$ cat src/rtl/pdn_pkg.sv
package pdn_pkg;
  localparam int STATE_W = 3;

  typedef enum logic [STATE_W-1:0] {
    ST_RUN    = 3'd0,
    ST_GATE   = 3'd1,
    ST_WAIT   = 3'd2,
    ST_DOWN   = 3'd3,
    ST_RESUME = 3'd4
  } pdn_state_e;
endpackage

$ cat src/rtl/pdn_cmd_dec.sv
module pdn_cmd_dec #(
  parameter int          DATA_W    = 8,
  parameter logic [7:0]  PD_CODE   = 8'hFD,
  parameter logic [7:0]  WAKE_MASK = 8'h03
) (
  input  logic              cmd_we_i,
  input  logic [DATA_W-1:0] cmd_data_i,
  input  logic              ctl_we_i,
  input  logic [DATA_W-1:0] ctl_data_i,
  input  logic              sysex_pd_i,
  output logic              pd_req_o,
  output logic              wake_req_o
);
  localparam logic [DATA_W-1:0] CODE = DATA_W'(PD_CODE);
  localparam logic [DATA_W-1:0] MASK = DATA_W'(WAKE_MASK);

  always_comb begin
    pd_req_o   = (cmd_we_i && (cmd_data_i == CODE)) || sysex_pd_i;
    wake_req_o = ctl_we_i && ((ctl_data_i & MASK) == MASK);
  end
endmodule

$ cat src/rtl/pdn_timer.sv
module pdn_timer #(
  parameter int CNT_W = 8
) (
  input  logic             clk_i,
  input  logic             rst_ni,
  input  logic             load_i,
  input  logic [CNT_W-1:0] limit_i,
  input  logic             run_i,
  input  logic             tick_i,
  output logic             done_o
);
  logic [CNT_W-1:0] cnt_q;

  always_ff @(posedge clk_i or negedge rst_ni) begin
    if (!rst_ni)                              cnt_q <= '0;
    else if (load_i)                          cnt_q <= limit_i;
    else if (run_i && tick_i && cnt_q != '0)  cnt_q <= cnt_q - CNT_W'(1);
  end

  // last tick of the window ends it on the same edge
  assign done_o = run_i && tick_i && (cnt_q == CNT_W'(1));
endmodule

$ cat src/rtl/pdn_fsm.sv
module pdn_fsm
  import pdn_pkg::*;
(
  input  logic       clk_i,
  input  logic       rst_ni,
  input  logic       pd_req_i,
  input  logic       wake_req_i,
  input  logic       done_i,
  output logic       load_o,
  output logic       load_settle_o,
  output logic       run_o,
  output logic       clk_en_o,
  output logic       pdout_no,
  output logic       busy_o,
  output pdn_state_e state_o
);
  pdn_state_e state_q, state_d;

  always_comb begin
    state_d = state_q;
    unique case (state_q)
      ST_RUN:    if (pd_req_i)   state_d = ST_GATE;
      ST_GATE:                   state_d = ST_WAIT;
      ST_WAIT:   if (done_i)     state_d = ST_DOWN;
      ST_DOWN:   if (wake_req_i) state_d = ST_RESUME;
      ST_RESUME: if (done_i)     state_d = ST_RUN;
      default:                   state_d = ST_RUN;
    endcase
  end

  always_ff @(posedge clk_i or negedge rst_ni) begin
    if (!rst_ni) state_q <= ST_RUN;
    else         state_q <= state_d;
  end

  always_comb begin
    load_settle_o = (state_q == ST_DOWN) && wake_req_i;
    load_o        = (state_q == ST_GATE) || load_settle_o;
    run_o         = (state_q == ST_WAIT) || (state_q == ST_RESUME);
    clk_en_o      = (state_q == ST_RUN);
    pdout_no      = (state_q != ST_DOWN);
    busy_o        = (state_q == ST_RUN) || (state_q == ST_GATE);
  end

  assign state_o = state_q;
endmodule

$ cat src/rtl/pdn_sequencer.sv
module pdn_sequencer
  import pdn_pkg::*;
#(
  parameter int         DATA_W      = 8,
  parameter logic [7:0] PD_CODE     = 8'hFD,
  parameter logic [7:0] WAKE_MASK   = 8'h03,
  parameter int         ENTRY_TICKS = 30,
  parameter int         XTAL_TICKS  = 75,
  parameter int         CLK_TICKS   = 3
) (
  input  logic              clk_i,
  input  logic              rst_ni,
  input  logic              tick_i,
  input  logic              cmd_we_i,
  input  logic [DATA_W-1:0] cmd_data_i,
  input  logic              ctl_we_i,
  input  logic [DATA_W-1:0] ctl_data_i,
  input  logic              sysex_pd_i,
  input  logic              xtal_mode_i,
  output logic              synth_clk_en_o,
  output logic              pdout_no,
  output logic [7:0]        status_o
);
  localparam int MAX_A  = (ENTRY_TICKS > XTAL_TICKS) ? ENTRY_TICKS : XTAL_TICKS;
  localparam int MAX_T  = (MAX_A > CLK_TICKS) ? MAX_A : CLK_TICKS;
  localparam int CNT_W  = $clog2(MAX_T + 1);
  localparam int PAD_W  = 8 - 1 - STATE_W;

  logic             pd_req, wake_req, done, load, load_settle, run, busy;
  logic [CNT_W-1:0] limit;
  pdn_state_e       state;

  pdn_cmd_dec #(
    .DATA_W(DATA_W), .PD_CODE(PD_CODE), .WAKE_MASK(WAKE_MASK)
  ) u_dec (
    .cmd_we_i  (cmd_we_i),
    .cmd_data_i(cmd_data_i),
    .ctl_we_i  (ctl_we_i),
    .ctl_data_i(ctl_data_i),
    .sysex_pd_i(sysex_pd_i),
    .pd_req_o  (pd_req),
    .wake_req_o(wake_req)
  );

  always_comb begin
    if (!load_settle)     limit = CNT_W'(ENTRY_TICKS);
    else if (xtal_mode_i) limit = CNT_W'(XTAL_TICKS);
    else                  limit = CNT_W'(CLK_TICKS);
  end

  pdn_timer #(.CNT_W(CNT_W)) u_tmr (
    .clk_i  (clk_i),
    .rst_ni (rst_ni),
    .load_i (load),
    .limit_i(limit),
    .run_i  (run),
    .tick_i (tick_i),
    .done_o (done)
  );

  pdn_fsm u_fsm (
    .clk_i        (clk_i),
    .rst_ni       (rst_ni),
    .pd_req_i     (pd_req),
    .wake_req_i   (wake_req),
    .done_i       (done),
    .load_o       (load),
    .load_settle_o(load_settle),
    .run_o        (run),
    .clk_en_o     (synth_clk_en_o),
    .pdout_no     (pdout_no),
    .busy_o       (busy),
    .state_o      (state)
  );

  assign status_o = {busy, {PAD_W{1'b0}}, state};
endmodule

$ cat config.mk
export PLATFORM = sky130hd
export DESIGN_NAME = pdn_sequencer
export DESIGN_NICKNAME = d
export VERILOG_FILES = /design/src/rtl/pdn_pkg.sv /design/src/rtl/pdn_cmd_dec.sv /design/src/rtl/pdn_timer.sv /design/src/rtl/pdn_fsm.sv /design/src/rtl/pdn_sequencer.sv
export SDC_FILE = /design/constraint.sdc
export NUM_CORES = 1
export LEC_CHECK = 0
export CORE_ASPECT_RATIO = 1.4
export CORE_MARGIN = 2
export CORE_UTILIZATION = 30
export CTS_CLUSTER_SIZE = 30
export DETAILED_ROUTE_END_ITERATION = 8
export SLEW_MARGIN = 20
export SYNTH_ARGS = -nofsm -noshare
export SYNTH_HDL_FRONTEND = slang
export SYNTH_SLANG_ARGS = --single-unit
$ cat constraint.sdc
create_clock -name clk_i -period 2.1 [get_ports clk_i]
set_input_delay 0.315 -clock clk_i [delete_from_list [all_inputs] [get_ports clk_i]]
set_output_delay 0.315 -clock clk_i [all_outputs]
set_load 0.05 [all_outputs]
==> flow_metrics.env <==
export IMPL_status="complete, no violations"
export IMPL_grt_max_degree=13
export IMPL_initial_utilization_pct=31.7
export IMPL_crit_path_max_fanout=9
export IMPL_pwr_share_seq_pct=33.3
export IMPL_p_comb_share_pct=52.1
export IMPL_crit_start="u_tmr.cnt_q[3]"
export IMPL_swShare_pct=46.9
export IMPL_synth_mux_area_share_pct=0
export IMPL_core_um2=2150
export IMPL_num_vias=651
export IMPL_crit_required_ps=2250
export IMPL_path_buf_inv=0
export IMPL_ant_nets=0
export IMPL_antenna_found_initial=0
export IMPL_nNetsFinal=126
export IMPL_worst_pin_slew_ps=497
export IMPL_startpoint_type="flop"
export IMPL_end_kind="flop"
export IMPL_switchingPower_mw=0.562
export IMPL_yosysWarningCount=0
export IMPL_first_pass_iters=4
export IMPL_cts_buffers=3
export IMPL_vias_per_cell=5.34
export IMPL_critPathArrivalTime_ps=2090
export IMPL_holdWs_ps=376
export IMPL_rsz0062_at_grt="no"
export IMPL_grtUsageTotal_pct=13.5
export IMPL_timing_fmax_mhz=517
export IMPL_grt_pass1_wl_mm=2.65
export IMPL_critPathKind="flop to flop"
export IMPL_yosysUniqueCellTypes=36
export IMPL_cts_resized_gates=0
export IMPL_die_w_um=44.3
export IMPL_clock_path_buffers=2
export IMPL_slowest_stage="or4_4"
export IMPL_diodes=0
export IMPL_fin_setup_tns_ps=0
export IMPL_synthAdderAreaFrac_pct=3.67
export IMPL_finalCritPeriodShare_pct=92.2
export IMPL_cts_hold_buffers=0
export IMPL_clkLatencyLatePin_ps=260
export IMPL_port_buffers=22
export IMPL_clk_pin_slew_worst_paths_ps=70
export IMPL_cts_tree="done"
export IMPL_setup_violations_final=0
export IMPL_path_cells="or4_4 -> o2111ai_2 -> o21ai_0 -> o2bb2a_1"
export IMPL_power_density_nw_per_um2=1280
export IMPL_finalHoldViolations=0
export IMPL_gp_congestion=0.791
export IMPL_h_tree_depth=1
export IMPL_layout_cells_non_filler=122
export IMPL_ys_ff_latch=10
export IMPL_fin_crit_ps=1940
export IMPL_leakagePower_nw=0.383
export IMPL_wl_per_cell_um=13.2
export IMPL_slowest_delay_ps=560
export IMPL_netlist_area_um2=682
export IMPL_syn_avg_cell_area_um2=8.74
export IMPL_ir_drop_v=0.000562
export IMPL_cts_sinks=10
export IMPL_synth_top_family_by_area="simple AND/OR/NAND/NOR gates"
export IMPL_synth_compound_area_share_pct=23.3
export IMPL_slew_viol_final=0
export IMPL_worst_slack_ps=165
export IMPL_clkPwrFrac_pct=14.7
export IMPL_synth_simple_gate_area_share_pct=24.0
export IMPL_place_inst=118
export IMPL_grt_pass1_vias=643
export IMPL_hold_path_class="input port to asynchronous set/reset pin"
export IMPL_dp_slack_ps=158
export IMPL_routed_wirelength_mm=1.61
export IMPL_drcViolationCount=0
export IMPL_drive_gt1_share_pct=18.0
export IMPL_crit_family="compound AO/OA/AOI/OAI gates"
export IMPL_hpwl_mm=1.27
export IMPL_die_h_um=60.4
export IMPL_drt_iter0_markers=13
export IMPL_synth_xor_area_share_pct=2.57
export IMPL_cts_root_buf="clkbuf_4"
export IMPL_rr_startpoint="u_tmr.cnt_q[3]"
export IMPL_io_pins=33
export IMPL_grt_overflow=0
export IMPL_dieArea_um2=2680
export IMPL_slew_headroom_pct=66.7
export IMPL_rows=20
export IMPL_drv_cap=0
export IMPL_area_growth_pct=37.6
export IMPL_syn_inst=78
export IMPL_p_int_mw=0.635
export IMPL_ys_seq_area_share_pct=36.7
export IMPL_total_power_mw=1.20
export IMPL_post_cts_buffers=0
export IMPL_fin_skew_ps=0.427
[layout by cell type (no fill, tap or decap), drive strengths merged, types with 3 or more instances in the layout]
cell type and count:
nor3 3, conb 4, clkdlybuf4s50 19, nor2 5
inv 3, nand2 10, nand3 3, buf 4
o21ai 4, dfrtp 10, clkbuf 4, or3 5
[through the flow]
stage          utilization (%)  instance area (um^2)
4_1_cts                   43.6                   938
2_1_floorplan                -                   722
6_report                  43.6                   938
3_3_place_gp              41.9                   902
5_1_grt                   43.6                   938
3_5_place_dp              41.9                   902
[Yosys cell counts]
library cell	n	area share, %
dfrtp_1	10	37
nand2_1	10	5.5
buf_4	5	5.5
nor2_1	5	2.8
o21ai_0	4	2.9
or3_1	4	3.7
inv_1	3	1.7
nand3_1	3	2.2
nor3_1	3	2.2
a21oi_1	2	1.5
a22o_1	2	2.6
buf_2	2	1.5
ha_1	2	3.7
a211o_1	1	1.3
a211oi_1	1	1.1
a21o_1	1	1.1
a221o_1	1	1.5
a2bb2o_1	1	1.5
a31o_2	1	1.3
clkbuf_1	1	0.55
conb_1	1	0.55
nand2b_1	1	0.92
nand3b_1	1	1.1
nand4_1	1	0.92
nor4_1	1	0.92
o2111ai_2	1	2.2
o211ai_1	1	1.1
o2bb2a_1	1	1.5
o2bb2ai_1	1	1.3
o311ai_0	1	1.3
o32ai_1	1	1.3
or3_2	1	1.1
or4_1	1	1.1
or4_4	1	1.7
xnor2_1	1	1.3
xor2_1	1	1.3
[logic make-up (layout without fill, tap and decap cells)]
family / Yosys count / after routing
compound gates: 20 / 20
xor+xnor: 2 / 2
fa+ha+maj: 2 / 2
buf+inv: 11 / 30
flops: 10 / 10
other cells: 1 / 4
simple gates: 32 / 32
[power groups by stage]
stage	clock network, mW	registers (mW)	logic [mW]
floorplan	0	0.399	0.477
finish	0.176	0.399	0.624
global route	0.190	0.411	0.678
CTS	0.180	0.395	0.629
global placement	0	0.393	0.620
detailed placement	0	0.399	0.625
[state kept, by name (all words and copies together), names as in the netlist]
register,cells
u_fsm.state_o,3
u_tmr.cnt_q,7
[path summary, 6_finish.rpt]
| kind | end | slack (ps) | cells past startpoint |
|---|---|---|---|
| worst max-delay path | u_tmr.cnt_q[3] | 160 | 4 |
| worst min-delay path | u_tmr.cnt_q[1] | 380 | 1 |
| worst max register to register | u_tmr.cnt_q[3] | 160 | 4 |
| worst min register to register | u_tmr.cnt_q[4] | 550 | 1 |
| max in group asynchronous | u_fsm.state_o[0] | 1370 | 1 |
| min in group clk_i | u_tmr.cnt_q[4] | 550 | 1 |
[routing by layer]
layer | vias to the layer above | GRT usage, % | part of all wire [%]
li1 | 323 | - | -
met1 | 308 | 15.3 | 41
met2 | 18 | 24.2 | 54
met3 | 2 | 1.19 | 3.3
met4 | 0 | 8.23 | 1.7
met5 | - | 0 | 0
[worst register-to-register path: stages, from the launching register on]
cell       delay, ps
dfrtp_1          430
or4_4            560
o2111ai_2        380
o21ai_0          150
o2bb2a_1         300
[area by class of cell]
cell class | count | area, um^2
multi-input combinational | 60 | 389
tap | 22 | 27.5
clock buffer | 4 | 36.3
sequential | 10 | 254
inverter | 3 | 11.3
timing repair buffer | 23 | 220
fill | 223 | 1210
Note: power is estimated with default switching activity, not from simulation.
